File: src/rtl/llsc_pkg.sv
package llsc_pkg;
   typedef enum logic [1:0] {
      OP_IDLE = 2'd0,
      OP_LINK = 2'd1,
      OP_COND = 2'd2,
      OP_RSVD = 2'd3
   } llsc_op_e;

   typedef enum logic [1:0] {
      SZ_BYTE = 2'd0,
      SZ_HALF = 2'd1,
      SZ_WORD = 2'd2,
      SZ_DBL  = 2'd3
   } llsc_size_e;

   localparam int unsigned SIZE_W = 2;
   localparam int unsigned NB_W   = 4;
endpackage

File: src/rtl/llsc_lane_sel.sv
module llsc_lane_sel
   import llsc_pkg::*;
#(
   parameter int unsigned DATA_W = 64
) (
   input  logic [SIZE_W-1:0] size_i,
   input  logic [DATA_W-1:0] data_i,
   output logic [NB_W-1:0]   nbytes_o,
   output logic [DATA_W-1:0] data_o
);
   localparam int unsigned LANES = DATA_W / 8;

   generate
      if (DATA_W != 64) begin : g_bad_width
         $error("llsc_lane_sel: DATA_W must be 64 for four access sizes");
      end
   endgenerate

   always_comb begin
      nbytes_o = NB_W'(1) << size_i;
   end

   genvar gi;
   generate
      for (gi = 0; gi < LANES; gi++) begin : g_lane
         logic lane_on;
         assign lane_on = (NB_W'(gi) < nbytes_o);
         assign data_o[gi*8 +: 8] = lane_on ? data_i[gi*8 +: 8] : 8'h00;
      end
   endgenerate
endmodule

File: src/rtl/llsc_link_tracker.sv
module llsc_link_tracker #(
   parameter int unsigned ADDR_W   = 40,
   parameter int unsigned GRAN_LSB = 3
) (
   input  logic              clk,
   input  logic              rst_n,
   input  logic              set_i,
   input  logic              drop_i,
   input  logic [ADDR_W-1:0] addr_i,
   output logic              link_q,
   output logic              hit_o
);
   localparam int unsigned TAG_W = ADDR_W - GRAN_LSB;

   generate
      if (GRAN_LSB >= ADDR_W) begin : g_bad_gran
         $error("llsc_link_tracker: GRAN_LSB must be below ADDR_W");
      end
   endgenerate

   logic [TAG_W-1:0] tag_q;
   logic [TAG_W-1:0] tag_in;

   assign tag_in = addr_i[ADDR_W-1:GRAN_LSB];

   always_ff @(posedge clk) begin
      if (!rst_n) begin
         link_q <= 1'b0;
         tag_q  <= '0;
      end else if (set_i) begin
         link_q <= 1'b1;
         tag_q  <= tag_in;
      end else if (drop_i) begin
         link_q <= 1'b0;
      end
   end

   assign hit_o = link_q && (tag_q == tag_in);

   p_set_wins_r1: assert property (@(posedge clk) disable iff (!rst_n)
      set_i |=> link_q);
   p_drop_clears_r6: assert property (@(posedge clk) disable iff (!rst_n)
      (drop_i && !set_i) |=> !link_q);
   p_link_holds_r9: assert property (@(posedge clk) disable iff (!rst_n)
      (!set_i && !drop_i) |=> $stable(link_q));
endmodule

File: src/rtl/llsc_monitor.sv
module llsc_monitor
   import llsc_pkg::*;
#(
   parameter int unsigned ADDR_W   = 40,
   parameter int unsigned DATA_W   = 64,
   parameter int unsigned GRAN_LSB = 3
) (
   input  logic              clk,
   input  logic              rst_n,
   input  logic [1:0]        req_op,
   input  logic [1:0]        req_size,
   input  logic [ADDR_W-1:0] req_addr,
   input  logic [DATA_W-1:0] req_wdata,
   input  logic              eret_clear,
   output logic              link_active,
   output logic              rd_valid,
   output logic [ADDR_W-1:0] rd_addr,
   output logic [3:0]        rd_bytes,
   output logic              wr_valid,
   output logic [ADDR_W-1:0] wr_addr,
   output logic [3:0]        wr_bytes,
   output logic [DATA_W-1:0] wr_data,
   output logic              rsp_valid,
   output logic [DATA_W-1:0] rsp_result
);
   generate
      if (ADDR_W < 8) begin : g_bad_addr
         $error("llsc_monitor: ADDR_W too small");
      end
   endgenerate

   logic              is_link;
   logic              is_cond;
   logic              link_q;
   logic              tag_hit;
   logic              cond_ok;
   logic [NB_W-1:0]   nbytes;
   logic [DATA_W-1:0] lane_data;

   assign is_link = (req_op == OP_LINK);
   assign is_cond = (req_op == OP_COND);

   llsc_link_tracker #(
      .ADDR_W  (ADDR_W),
      .GRAN_LSB(GRAN_LSB)
   ) u_track (
      .clk   (clk),
      .rst_n (rst_n),
      .set_i (is_link),
      .drop_i(is_cond | eret_clear),
      .addr_i(req_addr),
      .link_q(link_q),
      .hit_o (tag_hit)
   );

   llsc_lane_sel #(
      .DATA_W(DATA_W)
   ) u_lane (
      .size_i  (req_size),
      .data_i  (req_wdata),
      .nbytes_o(nbytes),
      .data_o  (lane_data)
   );

   assign cond_ok = is_cond && tag_hit && !eret_clear;

   always_ff @(posedge clk) begin
      if (!rst_n) begin
         rd_valid   <= 1'b0;
         rd_addr    <= '0;
         rd_bytes   <= '0;
         wr_valid   <= 1'b0;
         wr_addr    <= '0;
         wr_bytes   <= '0;
         wr_data    <= '0;
         rsp_valid  <= 1'b0;
         rsp_result <= '0;
      end else begin
         rd_valid  <= is_link;
         wr_valid  <= cond_ok;
         rsp_valid <= is_cond;
         if (is_link) begin
            rd_addr  <= req_addr;
            rd_bytes <= nbytes;
         end
         if (cond_ok) begin
            wr_addr  <= req_addr;
            wr_bytes <= nbytes;
            wr_data  <= lane_data;
         end
         if (is_cond) begin
            rsp_result <= {{(DATA_W-1){1'b0}}, cond_ok};
         end
      end
   end

   assign link_active = link_q;

   p_unlinked_fails_r2: assert property (@(posedge clk) disable iff (!rst_n)
      (is_cond && !link_q) |=> (rsp_valid && !wr_valid && rsp_result == '0));
   p_write_onehot_r3: assert property (@(posedge clk) disable iff (!rst_n)
      wr_valid |-> $onehot(wr_bytes));
   p_write_reports_one_r4: assert property (@(posedge clk) disable iff (!rst_n)
      wr_valid |-> (rsp_valid && rsp_result == {{(DATA_W-1){1'b0}}, 1'b1}));
   p_eret_store_fails_r5: assert property (@(posedge clk) disable iff (!rst_n)
      (is_cond && eret_clear) |=> !wr_valid);
   p_rsvd_quiet_r10: assert property (@(posedge clk) disable iff (!rst_n)
      (req_op == OP_RSVD) |=> (!rd_valid && !wr_valid && !rsp_valid));
endmodule

File: config.mk
export PLATFORM = sky130hd
export DESIGN_NAME = llsc_monitor
export DESIGN_NICKNAME = d
export VERILOG_FILES = /design/src/rtl/llsc_pkg.sv /design/src/rtl/llsc_lane_sel.sv /design/src/rtl/llsc_link_tracker.sv /design/src/rtl/llsc_monitor.sv
export SDC_FILE = /design/constraint.sdc
export NUM_CORES = 1
export LEC_CHECK = 0
export ABC_AREA = 1
export BUFFER_PORTS_ARGS = -buffer_cell sky130_fd_sc_hd__buf_4
export CORE_UTILIZATION = 35
export DETAILED_ROUTE_END_ITERATION = 7
export HOLD_SLACK_MARGIN = 0.05
export PLACE_DENSITY = 0.71
export SYNTH_ARGS = -nofsm -noshare
export SYNTH_HDL_FRONTEND = slang
export SYNTH_SLANG_ARGS = --single-unit
File: constraint.sdc
create_clock -name clk -period 4.85 [get_ports clk]
set_clock_uncertainty 0.15 [all_clocks]
set_input_delay 0.97 -clock clk [delete_from_list [all_inputs] [get_ports clk]]
set_output_delay 0.97 -clock clk [all_outputs]
set_load 0.01 [all_outputs]
# Word-level counts from Yosys, hierarchy flattened

Cells that the tools add are included.
W data, S select, Z words.

Magnitude comparators: 8
Equality and inequality tests: 3
Shift-type cells: 1
Muxes and demuxes: 10
Bitwise gates (word level): 1
Reductions and logical operators: 5

Operators with widths:

| operator              | count |
|---|---|
| $mux W8               | 8 |
| $eq A37 B37 Y1        | 1 |
| $lt A3 B4 Y1 const A  | 4 |
| $lt A1 B4 Y1 const A  | 2 |
| $lt A2 B4 Y1 const A  | 2 |
| $shl A1 B2 Y4 const A | 1 |
| $logic_and A1 B1 Y1   | 3 |
| $eq A2 B1 Y1 const B  | 1 |
| $eq A2 B2 Y1 const B  | 1 |
| $mux W1               | 2 |
| $reduce_bool A2 Y1    | 1 |
| $logic_not A1 Y1      | 1 |
| $or A1 B1 Y1          | 1 |

Register bits after elaboration: 194
Input bits: 111
Output and inout bits: 220
Word-level logic and storage cells: 39

# Depth between registers and ports, before layout

Gate-level depths: netlist of run 1.

Depth in word-level cells: 4
Gate-level depth with buffers: 13
Gate-level depth less buffers: 11

# Cells and area by module

From an unflattened synthesis of run 1, not the netlist that was laid out.

Cells, all modules: 1,396
Area, all modules: 9,081.2 um^2

By module, submodules not included:

| module            | instances | cells an instance | area each (um^2) | seq. area each (um^2) |
|---|---|---|---|---|
| llsc_monitor      | 1         | 969               | 6,677.7          | 3,123.0 |
| llsc_link_tracker | 1         | 295               | 1,896.8          | 760.7 |
| llsc_lane_sel     | 1         | 132               | 506.7            | 0.0 |

# Worst setup path after synthesis of run 1

OpenSTA, ideal clock, no wires.

Path kind: input to register
Start point: in req_op[1]
End point: reg wr_data[35]
Setup time: 0.115 ns
Arrival time: 2.055 ns
Data required time: 4.585 ns
Slack: 2.530 ns
Stages: 13
Path buffers: 2
Path through: inv_1 -> nor2_1 -> nand2_1 -> nor2_1 -> nand2_1 -> nor2_1 -> nand2_1 -> nor2_1 -> buf_2 -> buf_2 -> nand3_1 -> nand2_1 -> nor2_1

Cells in the longest elaborated chain, start to end: 3

Ends and longest elaborated chain:

| item                             | line               | text |
|---|---|---|
| start, declared                  | llsc_monitor.sv:10 | `input logic [1:0] req_op,` |
| $eq A2 B2 Y1                     | llsc_monitor.sv:41 | `assign is_cond = (req_op == OP_COND);` |
| $logic_and A1 B1 Y1 (2 in a row) | llsc_monitor.sv:65 | `assign cond_ok = is_cond && tag_hit && !eret_clear;` |
| end signal, assigned             | llsc_monitor.sv:89 | `wr_data <= lane_data;` |
| end, declared                    | llsc_monitor.sv:22 | `output logic [DATA_W-1:0] wr_data,` |

No other way between the ends.
A chain may end at the register's enable or synchronous reset.

# Worst setup path in the final report of run 1

Start point: in req_addr[34]
End point: reg wr_data[53]

Cells in the longest elaborated chain, start to end: 4

Ends and longest elaborated chain:

| item                             | line                    | text |
|---|---|---|
| start, declared                  | llsc_monitor.sv:12      | `input logic [ADDR_W-1:0] req_addr,` |
| $eq A37 B37 Y1                   | llsc_link_tracker.sv:38 | `assign hit_o = link_q && (tag_q == tag_in);` |
| $logic_and A1 B1 Y1              | llsc_link_tracker.sv:38 |  |
| $logic_and A1 B1 Y1 (2 in a row) | llsc_monitor.sv:65      |  |

No other way between the ends.

==> results of run 1 <==
==> worst paths after layout <==
kind / startpoint / slack (ns) / to / cells past startpoint
min reg2reg: rd_addr[19] / 0.33 / rd_addr[19] / 2
max reg2reg: rd_addr[34] / 2.18 / wr_data[53] / 11
max: req_addr[34] / 1.93 / wr_data[53] / 12
min: rd_addr[19] / 0.33 / rd_addr[19] / 2
==> per-stage QoR <==
stage / util (%) / power [uW] / cells / area [sq um]
2_1_floorplan: - / 1580 / 1224 / 7770
3_3_place_gp: 44.9 / 1710 / 1649 / 9470
3_5_place_dp: 44.9 / 1710 / 1649 / 9470
4_1_cts: 47.6 / 3010 / 1680 / 10000
5_1_grt: 47.6 / 3130 / 1680 / 10000
6_report: 47.6 / 2990 / 1680 / 10000
==> metal layers <==
| layer | vias to the layer above | global-route usage (%) |
|---|---|---|
| met2 | 252 | 32.9 |
| met5 | - | 0 |
| met4 | 0 | 6.48 |
| met3 | 41 | 5.50 |
| li1 | 3887 | - |
| met1 | 3437 | 25.9 |
==> cells by family after synthesis <==
group / after synthesis
AO/OA/AOI/OAI: 120
XOR/XNOR: 4
buffers and inverters: 231
flip-flops: 157
other: 1
AND/OR/NAND/NOR: 649
==> state kept, by name, summed over array words and instances (netlist names) <==
| name | cells |
|---|---|
| wr_bytes | 4 |
| rsp_valid | 1 |
| wr_addr | 40 |
| rd_addr | 40 |
| wr_data | 64 |
| rd_valid | 1 |
| u_track.link_q | 1 |
| rd_bytes | 4 |
| wr_valid | 1 |
| rsp_result | 1 |
==> power by group through the flow <==
stage / clock, uW / sequential, uW / combinational, uW
2_1_floorplan: 0 / 1370 / 211
3_3_place_gp: 0 / 1360 / 344
3_5_place_dp: 0 / 1360 / 350
4_1_cts: 1330 / 1330 / 351
5_1_grt: 1400 / 1340 / 392
6_report: 1310 / 1330 / 351
==> cell type report <==
| cell class | count | area [sq um] | area share, % |
|---|---|---|---|
| Clock buffer | 19 | 453 | 4.51 |
| Clock inverter | 12 | 115 | 1.15 |
| Inverter | 105 | 394 | 3.93 |
| Multi-Input combinational cell | 836 | 3500 | 34.9 |
| Sequential cell | 157 | 3140 | 31.3 |
| Tap cell | 275 | 344 | 3.43 |
| Timing Repair Buffer | 276 | 2080 | 20.8 |
==> cell usage after synthesis (13+ instances only) <==
cell and n:
buf_2 21, clkbuf_1 25, o21ai_0 45, a21oi_1 61
dfxtp_1 157, o21bai_1 13, nand3_1 77, buf_4 63
buf_1 15, nor2_1 256, nand2_1 308, inv_1 91
inv_2 14
==> worst reg2reg max path: cells and delay by family (launching register included) <==
family,cells,cell delay (ns)
AND/OR/NAND/NOR,10,1.98
flip-flops,1,0.38
buffers and inverters,1,0.05
==> metrics.csv, run 1 <==
metric,value,unit
postcts setup bufs,0,
Leak,0.00503,uW
hold buffer count at cts,0,
First-pass DRT Iterations,5,
pwr/cell area,298,mW/mm^2
"commonest non-fill, non-tap cells in the layout","nand2_1 (307), buf_4 (275), nor2_1 (254)",
DR WL met3,1560,um
Synth Warn #,0,
Die H,149,um
"Async S/R FF share, synth",0,%
family with the most delay on the worst path,simple AND/OR/NAND/NOR gates,
worst-margin pin slew,1.02,ns
CP arrival,3.08,ns
number of max-cap violations,0,
worst hold slack,0.328,ns
routed vias,7617,
endpoint class of the critical path,register,
dpl hpwl,16400,um
Required @ worst endpoint,5.01,ns
root buf cell,clkbuf_16,
Routability Congestion,0.778,
standard-cell rows,53,
clk_lat worst skew,0.43,ns
Reg power frac,44.6,%
largest family of logic cells by synthesized area,simple AND/OR/NAND/NOR gates,
Area growth syn-to-layout,33.1,%
"commonest non-fill, non-tap cell in the layout",nand2_1,
max incr delay on CP,0.51,ns
Worst Setup Start Kind,primary input,
register clock-pin slew on the reported worst setup and hold paths,0.06,ns
number of synthesized flops with an enable pin,0,
Die Wd,149,um
final worst-path cycle share,60.2,%
CP Max Fanout,21,
setup slack at placement,1.47,ns
clock power share,43.7,%
I/O Buffers,267,
ANT nets after route,0,
# clock sinks,157,
die area,0.0221,sq mm
Max Buffers Root-to-Sink,2,
Initial Util,35.8,%
Residual DRC,0,
Final Hold Viols,0,
largest net degree at the start of global routing,92,
post-synth top area share,41.7,%
1st-iter DRT viols,329,
H-tree depth,4,
average via count per standard cell,4.53,
Compound-Gate Fraction of Synth Area,8.46,%
Filler cells,2145,
cells along the critical path,"buf_4, inv_1, nand2_1, nand2_1, nor2_1, nand2_1, nor2_1, nand2_1, nor2_4, nand2_1, nor2_1, nor2_1",
WL/cell,13.7,um
WL met2,10900,um
Post-CTS Resized,0,
setup_tns,0,ns
post-synthesis mux area share,0,%
uppermost layer routed,met4,
most used flip-flop cell after synthesis,dfxtp_1,
CTS Buf Count,17,
post-synthesis simple-gate area fraction,34.2,%
CP Buf/Inv Count,2,
Hold WC Path Type,register to register,
"Seq/Total Area, Yosys",41.7,%
fmax,342,MHz
post-synth cell types,24,
Synth Instances,1162,
Sw Ratio,26.7,%
WL met1,9950,um
initial antenna violation count,0,
outcome,"finished, final reports clean",
worst vdd ir,0.198,mV
Core ar.,0.0211,sq mm
Final #Nets,1504,
"area leader, netlist",dfxtp_1,
CP most frequent cell,nand2_1,
gr usage total,20.2,%
layout cells sized above 1,23.4,%
Slew headroom,32.0,%
Final Max Slew Viols,0,
CP max stage cell,nand2_1,
Post-Syn Area per Cell,6.49,sq um
sw power,798,uW
gr ovfl total,0,
vias in the first global route,6625,
Final setup viols,0,
combinational fraction of design power,11.7,%
#FFs+latches synth,157,
P_int,2190,uW
Final Critical Period,2.92,ns
Mapped Area,0.00754,sq mm
antenna cells,0,
Synth Area in Adders,0,%
WS Path Type,primary input to register,
Synth Area in XOR/XNOR,0.465,%
Routed WL,23000,um
global-route wire length before repair,34700,um
CTS tree,done,
synth top area cells,"dfxtp_1 (42%), nand2_1 (15%), nor2_1 (13%), buf_4 (6.3%), nand3_1 (5.1%)",
fin worst setup slack,1.93,ns
I/O pins,331,
RSZ-0062 raised after global routing,false,
Note: power is estimated with default switching activity, not from simulation.
==> run 2: changes to the inputs <==
Settings changed: PLACE_DENSITY 0.71 to 0.73.
Clock period 4.85 ns to 2.4 ns, I/O delays scaled along.
==> run 2 against run 1 <==
Net effect:
- power increased by 100%
- via count shrank 0.24%
- die area unchanged
- combinational power rose by 100%
- global-route usage rose by 0.13 points
- routed wire length about the same
- worst setup slack lost 1.5 ns
- worst hold slack worse by 0.16 ns
- largest power group unchanged
==> metrics.csv, run 2 (same netlist as run 1, synthesis figures left out) <==
metric,value,unit,change
outcome,"finished, final reports clean",,unchanged
hold depth,3,,was 2
Critical R2R Capture,wr_data[16],,was wr_data[53]
CP Max Fanout,50,,was 21
hold-critical path endpoint,rd_addr[1],,was rd_addr[19]
worst-margin pin slew,0.658,ns,was 1.02 ns
Finished Core Util,48.3,%,was 47.6%
gr ovfl total,0,,unchanged
Reg area,0.00314,sq mm,unchanged
vias in the first global route,6742,,was 6625
number of max-cap violations,0,,unchanged
top flop regs,"wr_data (64), rd_addr (40), wr_addr (40)",,unchanged
gr usage total,20.4,%,was 20.2%
Sw Ratio,27.1,%,was 26.7%
I/O pins,331,,unchanged
Final Hold Viols,0,,unchanged
standard-cell rows,53,,unchanged
worst vdd ir,0.401,mV,was 0.198 mV
largest net degree at the start of global routing,70,,was 92
dpl hpwl,16400,um,about the same
"setup slack, reg-to-reg",0.43,ns,was 2.18 ns
cell count after placement,1656,,was 1649
Leak,0.00509,uW,was 0.00503 uW
CP arrival,2.14,ns,was 3.08 ns
"commonest non-fill, non-tap cells in the layout","nand2_1 (307), buf_4 (274), nor2_1 (254)",,"was nand2_1 (307), buf_4 (275), nor2_1 (254)"
Hold WC Path Type,primary input to register,,was register to register
Area growth syn-to-layout,35.1,%,was 33.1%
combinational fraction of design power,11.8,%,was 11.7%
FF-to-FF Start,rd_addr[16],,was rd_addr[34]
# clock sinks,157,,unchanged
WS Path Type,register to register,,was primary input to register
CTS Buf Count,17,,unchanged
H-tree depth,4,,unchanged
Final setup viols,0,,unchanged
WL/cell,13.6,um,was 13.7 um
final worst-path cycle share,82.2,%,
max FFs per register,64,,unchanged
Die H,149,um,unchanged
First-pass DRT Iterations,4,,was 5
Routed WL,23000,um,about the same
"Most flops, register",wr_data,,unchanged
"commonest non-fill, non-tap cell in the layout",nand2_1,,unchanged
setup_tns,0,ns,unchanged
clk_lat worst skew,0.42,ns,was 0.43 ns
postcts setup bufs,0,,unchanged
final non-filler cell total,1688,,was 1680
CP most frequent cell,nand2_1,,unchanged
routed vias,7599,,was 7617
register clock-pin slew on the reported worst setup and hold paths,0.07,ns,was 0.06 ns
clock power share,43.5,%,was 43.7%
hold_sp,req_addr[1],,was rd_addr[19]
average via count per standard cell,4.50,,was 4.53
setup slack at placement,0.133,ns,was 1.47 ns
die area,0.0221,sq mm,unchanged
Reg power frac,44.7,%,was 44.6%
Max Buffers Root-to-Sink,2,,unchanged
Initial Util,35.8,%,unchanged
global-route wire length before repair,35300,um,was 34700 um
Worst Setup Start Kind,register,,was primary input
Filler cells,2131,,was 2145
antenna cells,0,,unchanged
initial antenna violation count,0,,unchanged
I/O Buffers,267,,unchanged
RSZ-0062 raised after global routing,false,,unchanged
CP max stage cell,dfxtp_1,,was nand2_1
area of the multi-input gates,0.00350,sq mm,unchanged
Core ar.,0.0211,sq mm,unchanged
CTS tree,done,,unchanged
layout cells sized above 1,23.8,%,was 23.4%
1st-iter DRT viols,390,,was 329
hold buffer count at cts,0,,unchanged
Required @ worst endpoint,2.57,ns,was 5.01 ns
Die Wd,149,um,unchanged
Final Max Slew Viols,0,,unchanged
sw power,1630,uW,was 798 uW
P_int,4390,uW,was 2190 uW
Residual DRC,0,,unchanged
Post-CTS Resized,0,,unchanged
fin worst setup slack,0.427,ns,was 1.93 ns
reg2reg path depth,12,,was 11
pwr/cell area,591,mW/mm^2,was 298 mW/mm^2
cells along the critical path,"inv_1, nand2_1, nand2_1, nor2_1, nand2_1, nor2_1, nand2_1, nor2_4, buf_12, nand3_1, nand2_1, nor2_1",,"was buf_4, inv_1, nand2_1, nand2_1, nor2_1, nand2_1, nor2_1, nand2_1, nor2_4, nand2_1, nor2_1, nor2_1"
ANT nets after route,0,,unchanged
Routability Congestion,0.818,,was 0.778
fmax,507,MHz,
max incr delay on CP,0.36,ns,was 0.51 ns
endpoint class of the critical path,register,,unchanged
root buf cell,clkbuf_16,,unchanged
Final Critical Period,1.97,ns,
Final #Nets,1511,,was 1504
Slew headroom,56.1,%,was 32.0%
[run 2: changes by cell type in the layout (fill, tap and decap cells not counted), moves of 2 or more]
| cell | delta |
|---|---|
| clkbuf_8 | -2 |
| clkinvlp_4 | -2 |
| clkinv_4 | +3 |
| buf_12 | +8 |
[run 2: per-stage QoR]
| stage | total power [uW] | cell area, sq um | hold WS, ns |
|---|---|---|---|
| after detailed placement | 3460 | 9620 | 0.317 |
| after global placement | 3450 | 9620 | 0.313 |
| final | 6030 | 10200 | 0.163 |
| after floorplan | 3200 | 7770 | 0.341 |
| after global routing | 6310 | 10200 | 0.172 |
| after CTS | 6100 | 10200 | 0.145 |
[run 2: layout make-up]
type / instances / share of cell area [%]
clock inverters: 15 / 1.38
repair buffers: 283 / 22.0
inverters: 105 / 3.87
flip-flops and latches: 157 / 30.9
clock buffers: 17 / 4.18
multi-input cells: 836 / 34.4
well taps: 275 / 3.38
[run 2: routing by layer]
metal | part of all wire, % | GRT usage [%] | vias up | wire length, um
met1 | 44 | 26.7 | 3417 | 10000
met5 | 0 | 0 | - | 0
li1 | - | - | 3905 | -
met2 | 47 | 32.7 | 248 | 10900
met3 | 6.7 | 4.53 | 29 | 1540
met4 | 2.4 | 7.60 | 0 | 541
[run 2: power by group through the flow]
stage	clock, uW	combinational, uW	sequential (uW)
final	2620	711	2700
after global routing	2810	800	2700
after CTS	2690	713	2690
after detailed placement	0	709	2750
after global placement	0	701	2750
after floorplan	0	426	2770
[run 2: worst max-delay path by stage]
stage	start	depth (start not counted)	end
after floorplan	req_op[1]	13	wr_data[35]
after global placement	req_op[0]	12	wr_data[18]
after detailed placement	req_op[0]	12	wr_data[35]
after CTS	rd_addr[37]	12	wr_data[20]
after global routing	u_track.link_q	12	wr_data[16]
final	rd_addr[16]	12	wr_data[16]
[run 2: critical path, delay by kind of cell, from the launching register on]
kind	cells	cell delay [ns]
DFF	1	0.36
buffers and inverters	2	0.31
and+or+nand+nor	10	0.99
